`config.mk`:
```
export PLATFORM = sky130hd
export DESIGN_NAME = acc_cpu
export DESIGN_NICKNAME = d
export VERILOG_FILES = /design/src/rtl/acc_cpu_pkg.sv /design/src/rtl/acc_cpu_alu.sv /design/src/rtl/acc_cpu_branch.sv /design/src/rtl/acc_cpu_ctrl.sv /design/src/rtl/acc_cpu_regs.sv /design/src/rtl/acc_cpu.sv
export SDC_FILE = /design/constraint.sdc
export NUM_CORES = 1
export LEC_CHECK = 0
export ABC_AREA = 1
export BUFFER_PORTS_ARGS = -buffer_cell sky130_fd_sc_hd__buf_2
export CORE_UTILIZATION = 45
export DETAILED_ROUTE_END_ITERATION = 10
export GPL_TIMING_DRIVEN = 0
export PLACE_DENSITY = 0.69
export SYNTH_ARGS = -nofsm -noshare
export SYNTH_HDL_FRONTEND = slang
export SYNTH_HIERARCHICAL = 1
export SYNTH_SLANG_ARGS = --single-unit
```
`constraint.sdc`:
```
create_clock -name clk -period 5 [get_ports clk]
set_clock_uncertainty 0.05 [all_clocks]
set_input_delay 0.25 -clock clk [delete_from_list [all_inputs] [get_ports clk]]
set_output_delay 0.25 -clock clk [all_outputs]
set_load 0.03 [all_outputs]
```
`src/rtl/acc_cpu_pkg.sv`:
```
package acc_cpu_pkg;

  localparam int OPC_W = 7;

  localparam logic [OPC_W-1:0] OP_INPUT  = 7'b1000100;
  localparam logic [OPC_W-1:0] OP_STORE  = 7'b1000111;
  localparam logic [OPC_W-1:0] OP_LOAD   = 7'h01;
  localparam logic [OPC_W-1:0] OP_ADD    = 7'h02;
  localparam logic [OPC_W-1:0] OP_SUB    = 7'h03;
  localparam logic [OPC_W-1:0] OP_JGE    = 7'h04;
  localparam logic [OPC_W-1:0] OP_JUMP   = 7'h05;
  localparam logic [OPC_W-1:0] OP_OUTPUT = 7'h06;
  localparam logic [OPC_W-1:0] OP_HALT   = 7'h7F;

  typedef enum logic [2:0] {
    ST_FETCH,
    ST_DECODE,
    ST_EXEC,
    ST_MEMRD,
    ST_IORD,
    ST_HALT
  } cpu_state_e;

  typedef enum logic [1:0] {
    ACC_FROM_ALU,
    ACC_FROM_MEM,
    ACC_FROM_IO
  } acc_src_e;

  // bit 4 .. bit 0
  typedef struct packed {
    logic neg;
    logic pos;
    logic zero;
    logic carry;
    logic ovf;
  } cpu_flags_t;

endpackage

```
`src/rtl/acc_cpu_alu.sv`:
```
module acc_cpu_alu
  import acc_cpu_pkg::*;
#(
  parameter int DATA_W = 32
) (
  input  logic [DATA_W-1:0] opa,
  input  logic [DATA_W-1:0] opb,
  input  logic              sub,
  output logic [DATA_W-1:0] result,
  output cpu_flags_t        res_flags
);

  localparam int MSB = DATA_W - 1;

  function automatic logic [DATA_W:0] add_carry(input logic [DATA_W-1:0] x,
                                                input logic [DATA_W-1:0] y,
                                                input logic cin);
    return {1'b0, x} + {1'b0, y} + {{DATA_W{1'b0}}, cin};
  endfunction

  function automatic logic signed_ovf(input logic [DATA_W-1:0] x,
                                      input logic [DATA_W-1:0] y,
                                      input logic [DATA_W-1:0] r);
    return (x[MSB] == y[MSB]) && (r[MSB] != x[MSB]);
  endfunction

  logic [DATA_W-1:0] opb_eff;
  logic [DATA_W:0]   wide_sum;

  always_comb begin
    opb_eff         = sub ? ~opb : opb;
    wide_sum        = add_carry(opa, opb_eff, sub);
    result          = wide_sum[DATA_W-1:0];
    res_flags.neg   = result[MSB];
    res_flags.zero  = (result == '0);
    res_flags.pos   = !result[MSB] && (result != '0);
    res_flags.carry = wide_sum[DATA_W];
    res_flags.ovf   = signed_ovf(opa, opb_eff, result);
  end

endmodule

```
`src/rtl/acc_cpu_branch.sv`:
```
module acc_cpu_branch
  import acc_cpu_pkg::*;
(
  input  logic [OPC_W-1:0] opcode,
  input  logic             flag_pos,
  input  logic             flag_zero,
  output logic             take_branch
);

  logic is_jump;
  logic is_jge;

  always_comb begin
    is_jump     = (opcode == OP_JUMP);
    is_jge      = (opcode == OP_JGE);
    take_branch = is_jump || (is_jge && (flag_pos || flag_zero));
  end

endmodule

```
`src/rtl/acc_cpu_ctrl.sv`:
```
module acc_cpu_ctrl
  import acc_cpu_pkg::*;
(
  input  logic             clk,
  input  logic             rst_n,
  input  logic [OPC_W-1:0] opcode,
  output logic             addr_from_pc,
  output logic             mem_rd,
  output logic             mem_wr,
  output logic             io_in_stb,
  output logic             io_out_stb,
  output logic             decode_en,
  output logic             exec_en,
  output logic             acc_we,
  output acc_src_e         acc_src,
  output logic             alu_sub,
  output logic             flags_we,
  output logic             halted
);

  cpu_state_e state_q;
  cpu_state_e state_d;

  logic is_load, is_add, is_sub, is_store, is_in, is_out, is_halt;
  logic needs_mem;

  always_comb begin
    is_load   = (opcode == OP_LOAD);
    is_add    = (opcode == OP_ADD);
    is_sub    = (opcode == OP_SUB);
    is_store  = (opcode == OP_STORE);
    is_in     = (opcode == OP_INPUT);
    is_out    = (opcode == OP_OUTPUT);
    is_halt   = (opcode == OP_HALT);
    needs_mem = is_load || is_add || is_sub;
  end

  always_comb begin
    state_d = state_q;
    case (state_q)
      ST_FETCH:  state_d = ST_DECODE;
      ST_DECODE: state_d = ST_EXEC;
      ST_EXEC: begin
        if (is_halt)        state_d = ST_HALT;
        else if (needs_mem) state_d = ST_MEMRD;
        else if (is_in)     state_d = ST_IORD;
        else                state_d = ST_FETCH;
      end
      ST_MEMRD:  state_d = ST_FETCH;
      ST_IORD:   state_d = ST_FETCH;
      ST_HALT:   state_d = ST_HALT;
      default:   state_d = ST_FETCH;
    endcase
  end

  always_ff @(posedge clk or negedge rst_n) begin
    if (!rst_n) state_q <= ST_FETCH;
    else        state_q <= state_d;
  end

  always_comb begin
    addr_from_pc = (state_q == ST_FETCH);
    exec_en      = (state_q == ST_EXEC);
    decode_en    = (state_q == ST_DECODE);
    mem_rd       = (state_q == ST_FETCH) || (exec_en && needs_mem);
    mem_wr       = exec_en && is_store;
    io_in_stb    = exec_en && is_in;
    io_out_stb   = exec_en && is_out;
    acc_we       = (state_q == ST_MEMRD) || (state_q == ST_IORD);
    if (state_q == ST_IORD) acc_src = ACC_FROM_IO;
    else if (is_load)       acc_src = ACC_FROM_MEM;
    else                    acc_src = ACC_FROM_ALU;
    alu_sub      = is_sub;
    flags_we     = (state_q == ST_MEMRD) && (is_add || is_sub);
    halted       = (state_q == ST_HALT);
  end

  // strobes never overlap
  a_r13_one_strobe: assert property (@(posedge clk) disable iff (!rst_n)
    $onehot0({mem_rd, mem_wr, io_in_stb, io_out_stb}));

  // a store write lasts a single cycle
  a_r4_store_single: assert property (@(posedge clk) disable iff (!rst_n)
    mem_wr |=> !mem_wr);

  // device input strobe is followed by an accumulator write
  a_r3_input_then_write: assert property (@(posedge clk) disable iff (!rst_n)
    io_in_stb |=> (acc_we && !io_in_stb));

  // halt is sticky
  a_r11_halt_sticky: assert property (@(posedge clk) disable iff (!rst_n)
    halted |=> halted);

  // nothing is strobed while halted
  a_r11_quiet_halt: assert property (@(posedge clk) disable iff (!rst_n)
    halted |-> !(mem_rd || mem_wr || io_in_stb || io_out_stb));

  // every fetch read is followed by a decode step
  a_r2_fetch_decode: assert property (@(posedge clk) disable iff (!rst_n)
    (mem_rd && addr_from_pc) |=> decode_en);

endmodule

```
`src/rtl/acc_cpu_regs.sv`:
```
module acc_cpu_regs
  import acc_cpu_pkg::*;
#(
  parameter  int DATA_W = 32,
  localparam int OPD_W  = DATA_W - OPC_W
) (
  input  logic              clk,
  input  logic              rst_n,
  input  logic              decode_en,
  input  logic              exec_en,
  input  logic              take_branch,
  input  logic              acc_we,
  input  acc_src_e          acc_src,
  input  logic              flags_we,
  input  logic [DATA_W-1:0] mem_rdata,
  input  logic [DATA_W-1:0] io_rdata,
  input  logic [DATA_W-1:0] alu_result,
  input  cpu_flags_t        alu_flags,
  output logic [OPD_W-1:0]  pc,
  output logic [DATA_W-1:0] ir,
  output logic [DATA_W-1:0] acc,
  output cpu_flags_t        flags
);

  logic [OPD_W-1:0] operand;
  assign operand = ir[OPD_W-1:0];

  always_ff @(posedge clk or negedge rst_n) begin
    if (!rst_n) begin
      pc <= '0;
      ir <= '0;
    end else if (decode_en) begin
      ir <= mem_rdata;
      pc <= pc + OPD_W'(1);
    end else if (exec_en && take_branch) begin
      pc <= operand;
    end
  end

  always_ff @(posedge clk or negedge rst_n) begin
    if (!rst_n) begin
      acc <= '0;
    end else if (acc_we) begin
      case (acc_src)
        ACC_FROM_MEM: acc <= mem_rdata;
        ACC_FROM_IO:  acc <= io_rdata;
        default:      acc <= alu_result;
      endcase
    end
  end

  always_ff @(posedge clk or negedge rst_n) begin
    if (!rst_n)        flags <= '0;
    else if (flags_we) flags <= alu_flags;
  end

  // decode advances the program counter by one
  a_r2_pc_step: assert property (@(posedge clk) disable iff (!rst_n)
    decode_en |=> (pc == $past(pc) + OPD_W'(1)));

  // a resolved branch lands on the operand
  a_r9_redirect: assert property (@(posedge clk) disable iff (!rst_n)
    (exec_en && take_branch) |=> (pc == $past(operand)));

  // an untaken step in execute keeps the program counter
  a_r8_fallthrough: assert property (@(posedge clk) disable iff (!rst_n)
    (exec_en && !take_branch) |=> $stable(pc));

  // flags only move on an arithmetic write-back
  a_r7_flags_hold: assert property (@(posedge clk) disable iff (!rst_n)
    !flags_we |=> $stable(flags));

  // exactly one of negative, positive, zero after arithmetic
  a_r6_sign_class: assert property (@(posedge clk) disable iff (!rst_n)
    flags_we |=> $onehot({flags.neg, flags.pos, flags.zero}));

  // the accumulator holds unless written
  a_r12_acc_hold: assert property (@(posedge clk) disable iff (!rst_n)
    !acc_we |=> $stable(acc));

endmodule

```
`src/rtl/acc_cpu.sv`:
```
module acc_cpu
  import acc_cpu_pkg::*;
#(
  parameter  int DATA_W = 32,
  localparam int OPD_W  = DATA_W - OPC_W
) (
  input  logic              clk,
  input  logic              rst_n,
  output logic [OPD_W-1:0]  mem_addr,
  output logic              mem_rd,
  output logic              mem_wr,
  output logic [DATA_W-1:0] mem_wdata,
  input  logic [DATA_W-1:0] mem_rdata,
  output logic [OPD_W-1:0]  io_dev,
  output logic              io_in_stb,
  output logic              io_out_stb,
  output logic [DATA_W-1:0] io_wdata,
  input  logic [DATA_W-1:0] io_rdata,
  output logic [4:0]        flags,
  output logic              halted
);

  logic              addr_from_pc;
  logic              decode_en;
  logic              exec_en;
  logic              acc_we;
  acc_src_e          acc_src;
  logic              alu_sub;
  logic              flags_we;
  logic              take_branch;
  logic [OPD_W-1:0]  pc;
  logic [DATA_W-1:0] ir;
  logic [DATA_W-1:0] acc;
  cpu_flags_t        flags_q;
  logic [DATA_W-1:0] alu_result;
  cpu_flags_t        alu_flags;
  logic [OPC_W-1:0]  opcode;
  logic [OPD_W-1:0]  operand;

  assign opcode  = ir[DATA_W-1 -: OPC_W];
  assign operand = ir[OPD_W-1:0];

  acc_cpu_ctrl u_ctrl (
    .clk          (clk),
    .rst_n        (rst_n),
    .opcode       (opcode),
    .addr_from_pc (addr_from_pc),
    .mem_rd       (mem_rd),
    .mem_wr       (mem_wr),
    .io_in_stb    (io_in_stb),
    .io_out_stb   (io_out_stb),
    .decode_en    (decode_en),
    .exec_en      (exec_en),
    .acc_we       (acc_we),
    .acc_src      (acc_src),
    .alu_sub      (alu_sub),
    .flags_we     (flags_we),
    .halted       (halted)
  );

  acc_cpu_alu #(.DATA_W(DATA_W)) u_alu (
    .opa       (acc),
    .opb       (mem_rdata),
    .sub       (alu_sub),
    .result    (alu_result),
    .res_flags (alu_flags)
  );

  acc_cpu_branch u_branch (
    .opcode      (opcode),
    .flag_pos    (flags_q.pos),
    .flag_zero   (flags_q.zero),
    .take_branch (take_branch)
  );

  acc_cpu_regs #(.DATA_W(DATA_W)) u_regs (
    .clk         (clk),
    .rst_n       (rst_n),
    .decode_en   (decode_en),
    .exec_en     (exec_en),
    .take_branch (take_branch),
    .acc_we      (acc_we),
    .acc_src     (acc_src),
    .flags_we    (flags_we),
    .mem_rdata   (mem_rdata),
    .io_rdata    (io_rdata),
    .alu_result  (alu_result),
    .alu_flags   (alu_flags),
    .pc          (pc),
    .ir          (ir),
    .acc         (acc),
    .flags       (flags_q)
  );

  assign mem_addr  = addr_from_pc ? pc : operand;
  assign mem_wdata = acc;
  assign io_dev    = operand;
  assign io_wdata  = acc;
  assign flags     = flags_q;

endmodule

```
## After elaboration in Yosys (flattened, before gate mapping)

Index checks and enable logic that the tools add are counted.

| storage, ports and cells | value |
|---|---|
| register bits after elaboration | 97 |
| output and inout bits | 124 |

| cells by class | value |
|---|---|
| add/subtract/negate cells | 3 |
| eq/ne operators | 18 |
| mux-type cells | 11 |
| bitwise logic cells | 1 |
| reduce and logical (&&, ||, !) cells | 21 |

Operator list:

| cell | count |
|---|---|
| 25-bit two-way mux | 3 |
| 32-bit case mux with 2 select lines | 1 |
| 32-bit by 32-bit adder with 33-bit output | 1 |
| 33-bit by 1-bit adder with 33-bit output | 1 |
| 32-bit logical NOT | 1 |
| 32-bit two-way mux | 1 |
| 32-bit NOT | 1 |
| 32-bit nonzero test | 1 |
| 25-bit by 1-bit adder with 25-bit output (second input constant) | 1 |
| 7-bit by 3-bit equality test with 1-bit output (second input constant) | 3 |
| 7-bit equality test (second input constant) | 3 |
| 7-bit by 2-bit equality test with 1-bit output (second input constant) | 2 |
| 3-bit case mux with 4 select lines | 1 |
| 1-bit logical AND | 9 |
| 3-bit two-way mux | 3 |
| 7-bit by 1-bit equality test with 1-bit output (second input constant) | 1 |
| 1-bit logical OR | 7 |
| 3-bit by 2-bit equality test with 1-bit output (second input constant) | 2 |
| 3-bit equality test (second input constant) | 2 |
| 3-bit by 1-bit equality test with 1-bit output (second input constant) | 1 |
| 3-bit logical NOT | 1 |
| 2-bit by 1-bit equality test with 1-bit output (second input constant) | 1 |
| 2-bit equality test (second input constant) | 1 |
| 2-bit two-way mux | 1 |
| 5 further kinds | 5 |

## Longest topological paths before layout

| logic depth | value |
|---|---|
| depth in word-level cells | 6 |
| gate-level depth with buffers | 27 |
| gate-level depth less buffers | 26 |

## Modules after synthesis

The synthesis kept the hierarchy.

By module, submodules not included:

| module | times used | cells an instance | area an instance (um^2) | seq. area each (um^2) |
|---|---|---|---|---|
| acc_cpu_regs | 1 | 655 | 4903.5 | 2352.3 |
| acc_cpu_alu | 1 | 596 | 2961.6 | 0.0 |
| acc_cpu | 1 | 113 | 579.3 | 0.0 |
| acc_cpu_ctrl | 1 | 52 | 300.3 | 75.1 |
| acc_cpu_branch | 1 | 9 | 35.0 | 0.0 |

## Least setup slack after synthesis

OpenSTA, ideal clock, no wires.

| timing path | value |
|---|---|
| kind | register to register |
| start point | reg u_regs.ir[29] |
| end point | reg, netlist name u_regs/flags[3] |
| setup time | 0.125 ns |
| arrival time | 3.013 ns |
| data required time | 4.825 ns |
| slack | 1.812 ns |
| cell stages (with the launch flop) | 22 |
| clock period less this slack | 3.188 ns |
| path through | dfrtp_1 > nor3_4 > nand2_1 > nor2_1 > buf_6 > buf_2 > xor2_1 > ha_1 > nand2_1 > inv_1 > nand2_1 > nand2_1 > o21bai_1 > a21oi_1 > nand2_2 > nand2_1 > nand2_1 > nor2_1 > nand3_1 > nor2_2 > nor2_1 > mux2_2 |

RTL lines:

| what | line | source |
|---|---|---|
| from (decl) | acc_cpu_regs.sv:20 | `output logic [DATA_W-1:0] ir,` |
| from (signal assigned) | acc_cpu_regs.sv:33 | `ir <= mem_rdata;` |

==> impl_metrics.sql <==
INSERT INTO impl_metrics (metric_group, metric, value, unit) VALUES
('timing', 'hold_violations', '0', ''),
('routing', 'ant_nets', '0', ''),
('clock_tree', 'clock_tree_buffer_depth', '2', ''),
('timing', 'timing.final.setup_violations', '0', ''),
('clock_tree', 'cts_tree', 'done', ''),
('clock_tree', 'root_buffer', 'sky130_fd_sc_hd__clkbuf_16', ''),
('synth', 'synth_top_cell_area_share', '27.6', '%'),
('synth', 'area_fraction_in_compound_gates_after_synthesis', '13.1', '%'),
('setup_path', 'critical_path_fanouts_max', '10', ''),
('clock_tree', 'clock_latency_late_sink', '350', 'ps'),
('setup_path', 'longest_individual_stage_delay_on_the_worst_path', '440', 'ps'),
('routing', 'initialDrtViolationCount', '839', ''),
('global_routing', 'globalRouteTotalUtil', '29.6', '%'),
('global_routing', 'grt_max_degree', '70', ''),
('setup_path', 'critical_path.n_buffers_inverters', '3', ''),
('timing', 'fmaxAchievable', '242', 'MHz'),
('global_routing', 'grt_util_met1', '40.6', '%'),
('clock_tree', 'cts_post_setup_buffers_inserted', '0', ''),
('finish', 'finalNonFillerCells', '1897', ''),
('setup_path', 'cp_cell_sequence', 'nor3_4 > nand2_1 > nor2_1 > buf_6 > buf_4 > xor2_1 > ha_1 > nand2_1 > inv_1 > a21oi_1 > nand2_2 > nand2_1 > nand2_1 > nor2_1 > nand3_1 > nor2_1 > nand2_1 > nor2_1 > nand3_1 > nor2_2 > nor2_1 > mux2_2', ''),
('timing', 'slew_viol_final', '0', ''),
('run', 'timing.max_cap.violations', '0', ''),
('die', 'dieWidth', '142', 'um'),
('finish', 'area_growth_syn_to_layout', '18.8', '%'),
('clock_tree', 'cts-hold-fix-buffers', '1', ''),
('timing', 'maxSlewHeadroom', '61.5', '%'),
('setup_path', 'critPathRequiredTime', '5190', 'ps'),
('die', 'coreArea', '18900', 'um^2'),
('die', 'initial_core_util', '46.5', '%'),
('setup_path', 'startpoint', 'u_regs/ir[29]', ''),
('hold_path', 'min-delay-path-class', 'input port to register', ''),
('pwr', 'power.static_leakage', '0.00585', 'uW'),
('routing', 'wl_per_cell', '15.7', 'um'),
('global_routing', 'grt_antenna_before_repair', '5', ''),
('global_routing', 'grt_overflow', '0', ''),
('hold_path', 'worst_hold_startpoint', 'mem_rdata[6]', ''),
('routing', 'num_vias', '9689', ''),
('synth', 'mappedNetlistNets', '1529', ''),
('clock_tree', 'cts_repair_resize_count', '0', ''),
('synth', 'combinational_family_with_the_most_area_after_synthesis', 'simple AND/OR/NAND/NOR gates', ''),
('clock_tree', 'clock-sinks', '97', ''),
('setup_path', 'arrival', '4310', 'ps'),
('placed_design', 'routabilityCongestion', '0.940', ''),
('timing', 'finalCriticalPeriod', '4130', 'ps'),
('setup_path', 'critical_path.reg2reg.startpoint', 'u_regs/ir[29]', ''),
('timing', 'setup_tns', '0', 'ps'),
('setup_path', 'setup.worst_path.class', 'register to register', ''),
('routing', 'drt-total-wl', '29.9', 'mm'),
('setup_path', 'endpoint_kind', 'register', ''),
('finish', 'nets', '1731', ''),
('finish', 'post_route_cells_drive_above_1_share', '18.8', '%'),
('global_routing', 'grt_use_met2', '48.6', '%'),
('routing', 'drt_drc_violations_left', '0', ''),
('synth', 'post_synth_and_or_nand_nor_area_fraction', '35.1', '%'),
('setup_path', 'crit_path_start_kind', 'register', ''),
('status', 'status', 'finished, final reports clean', ''),
('global_routing', 'gr-usage-met3', '2.87', '%'),
('timing', 'rsz_0062_raised_after_global_routing', 'no', ''),
('placed_design', 'dp.cells', '1875', ''),
('synth', 'postSynthRegisterBits', '97', ''),
('synth', 'synth.yosys.seq_area_share', '27.6', '%'),
('setup_path', 'reg2reg_setup_slack', '870', 'ps'),
('setup_path', 'critical_path.slowest_cell', 'sky130_fd_sc_hd__dfrtp_1', ''),
('synth', 'synthesized_area_fraction_occupied_by_adder_cells', '5.50', '%'),
('global_routing', 'vias_in_the_first_global_route', '8747', ''),
('clock_tree', 'cts_htree_levels', '3', ''),
('pwr', 'vdd_drop_max', '0.000366', 'V'),
('synth', 'mappedNetlistArea', '8780', 'um^2'),
('timing', 'share_of_the_clock_period_used_by_the_worst_path', '82.5', '%'),
('synth', 'post_synth_xor_area_fraction', '3.49', '%'),
('clock_tree', 'cts_buffers', '9', '');
## sequential cells by signal, indices dropped and copies added (netlist names)
signal and cells:
u_regs/acc 32, u_regs/ir 32, u_regs/pc 25, u_regs/flags 5, u_ctrl/state_q 3
## synth_stat cells
| cell type | instances |
|---|---|
| sky130_fd_sc_hd__a21oi_1 | 99 |
| sky130_fd_sc_hd__nor3_1 | 7 |
| sky130_fd_sc_hd__o21ai_1 | 7 |
| sky130_fd_sc_hd__buf_4 | 37 |
| sky130_fd_sc_hd__nand3b_1 | 7 |
| sky130_fd_sc_hd__o22ai_1 | 5 |
| sky130_fd_sc_hd__buf_6 | 4 |
| sky130_fd_sc_hd__xor2_1 | 31 |
| sky130_fd_sc_hd__xnor2_1 | 4 |
| sky130_fd_sc_hd__nor2_1 | 117 |
| sky130_fd_sc_hd__inv_6 | 1 |
| sky130_fd_sc_hd__dfrtp_1 | 97 |
| sky130_fd_sc_hd__buf_2 | 6 |
| sky130_fd_sc_hd__nand4_1 | 12 |
| sky130_fd_sc_hd__mux2_2 | 5 |
| sky130_fd_sc_hd__a21boi_0 | 3 |
| sky130_fd_sc_hd__or2_4 | 1 |
| sky130_fd_sc_hd__nor2_2 | 13 |
| sky130_fd_sc_hd__nor2_4 | 4 |
| sky130_fd_sc_hd__nand2_4 | 1 |
| sky130_fd_sc_hd__nor3_2 | 2 |
| sky130_fd_sc_hd__o211ai_1 | 5 |
| sky130_fd_sc_hd__a31oi_1 | 1 |
| sky130_fd_sc_hd__nand3_1 | 64 |
| sky130_fd_sc_hd__o21ai_0 | 93 |
| sky130_fd_sc_hd__fa_1 | 1 |
| sky130_fd_sc_hd__nor3_4 | 1 |
| sky130_fd_sc_hd__clkbuf_1 | 27 |
| sky130_fd_sc_hd__or2_2 | 1 |
| sky130_fd_sc_hd__nor4_1 | 3 |
| sky130_fd_sc_hd__ha_1 | 37 |
| sky130_fd_sc_hd__o31ai_1 | 1 |
| sky130_fd_sc_hd__inv_2 | 3 |
| sky130_fd_sc_hd__nand2_2 | 23 |
| sky130_fd_sc_hd__o21bai_1 | 6 |
| sky130_fd_sc_hd__inv_1 | 215 |
| sky130_fd_sc_hd__nand2_1 | 481 |
## power by group
| part | switching, uW | total, uW | internal [uW] |
|---|---|---|---|
| logic | 3650 | 5320 | 1680 |
| clock network | 326 | 782 | 457 |
| registers | 480 | 1620 | 1140 |
## final cells by class
cell class | count | area [um^2]
antenna | 5 | 12.5
timing repair buffer | 191 | 986
inverter | 219 | 827
buffer | 74 | 454
tap | 260 | 325
clock buffer | 11 | 243
multi-input combinational | 1035 | 5070
sequential | 97 | 2430
fill | 2018 | 8460
clock inverter | 5 | 86.3
## through the flow
step	total power [uW]	hold slack (ps)	worst slack, ps	utilization [%]	cell area, um^2
2_1_floorplan	5370	-95.6	1810	-	8780
3_3_place_gp	6820	440	967	53.2	10100
3_5_place_dp	6880	170	949	53.4	10100
4_1_cts	7680	132	919	55.2	10400
5_1_grt	8350	156	595	55.2	10400
6_report	7730	132	873	55.2	10400
## final timing paths
path | cells past startpoint | end
max reg2reg | 22 | u_regs/flags[3]
min in group asynchronous | 2 | u_regs/pc[3]
min | 3 | u_regs/ir[6]
max | 22 | u_regs/flags[3]
max in group asynchronous | 3 | u_regs/acc[23]
min reg2reg | 1 | u_regs/flags[4]
## worst min-delay path: stages
cell,delay (ps)
sky130_fd_sc_hd__buf_2,110
sky130_fd_sc_hd__inv_1,50
sky130_fd_sc_hd__o21ai_0,80
## metal layers
metal  wire, um  up-vias
li1           -     4832
met1      13200     4424
met2      13900      388
met3       1980       45
met4        724        0
met5          0        -
## placed cells by master (no fill, tap or decap), types with 2 or more instances in the layout
cell / n
sky130_fd_sc_hd__a21boi_0: 3
sky130_fd_sc_hd__a21oi_1: 99
sky130_fd_sc_hd__buf_2: 194
sky130_fd_sc_hd__buf_4: 38
sky130_fd_sc_hd__buf_6: 4
sky130_fd_sc_hd__bufinv_16: 2
sky130_fd_sc_hd__clkbuf_1: 28
sky130_fd_sc_hd__clkbuf_16: 9
sky130_fd_sc_hd__clkinv_4: 2
sky130_fd_sc_hd__dfrtp_1: 97
sky130_fd_sc_hd__diode_2: 5
sky130_fd_sc_hd__ha_1: 37
sky130_fd_sc_hd__inv_1: 215
sky130_fd_sc_hd__inv_2: 3
sky130_fd_sc_hd__inv_6: 2
sky130_fd_sc_hd__mux2_2: 5
sky130_fd_sc_hd__nand2_1: 481
sky130_fd_sc_hd__nand2_2: 23
sky130_fd_sc_hd__nand3_1: 64
sky130_fd_sc_hd__nand3b_1: 7
sky130_fd_sc_hd__nand4_1: 12
sky130_fd_sc_hd__nor2_1: 117
sky130_fd_sc_hd__nor2_2: 13
sky130_fd_sc_hd__nor2_4: 4
sky130_fd_sc_hd__nor3_1: 7
sky130_fd_sc_hd__nor3_2: 2
sky130_fd_sc_hd__nor4_1: 3
sky130_fd_sc_hd__o211ai_1: 5
sky130_fd_sc_hd__o21ai_0: 93
sky130_fd_sc_hd__o21ai_1: 7
sky130_fd_sc_hd__o21bai_1: 6
sky130_fd_sc_hd__o22ai_1: 5
sky130_fd_sc_hd__xnor2_1: 4
sky130_fd_sc_hd__xor2_1: 31
## cell families (layout without fill, tap and decap cells)
group                    after synthesis  after routing
AO/OA/AOI/OAI                        220            220
XOR/XNOR                              35             35
flip-flops                            97             97
buffers and inverters                293            500
other                                  0              5
multiplexers                           5              5
AND/OR/NAND/NOR                      737            737
adder cells (fa/ha/maj)               38             38
Note: power is estimated with default switching activity, not from simulation.
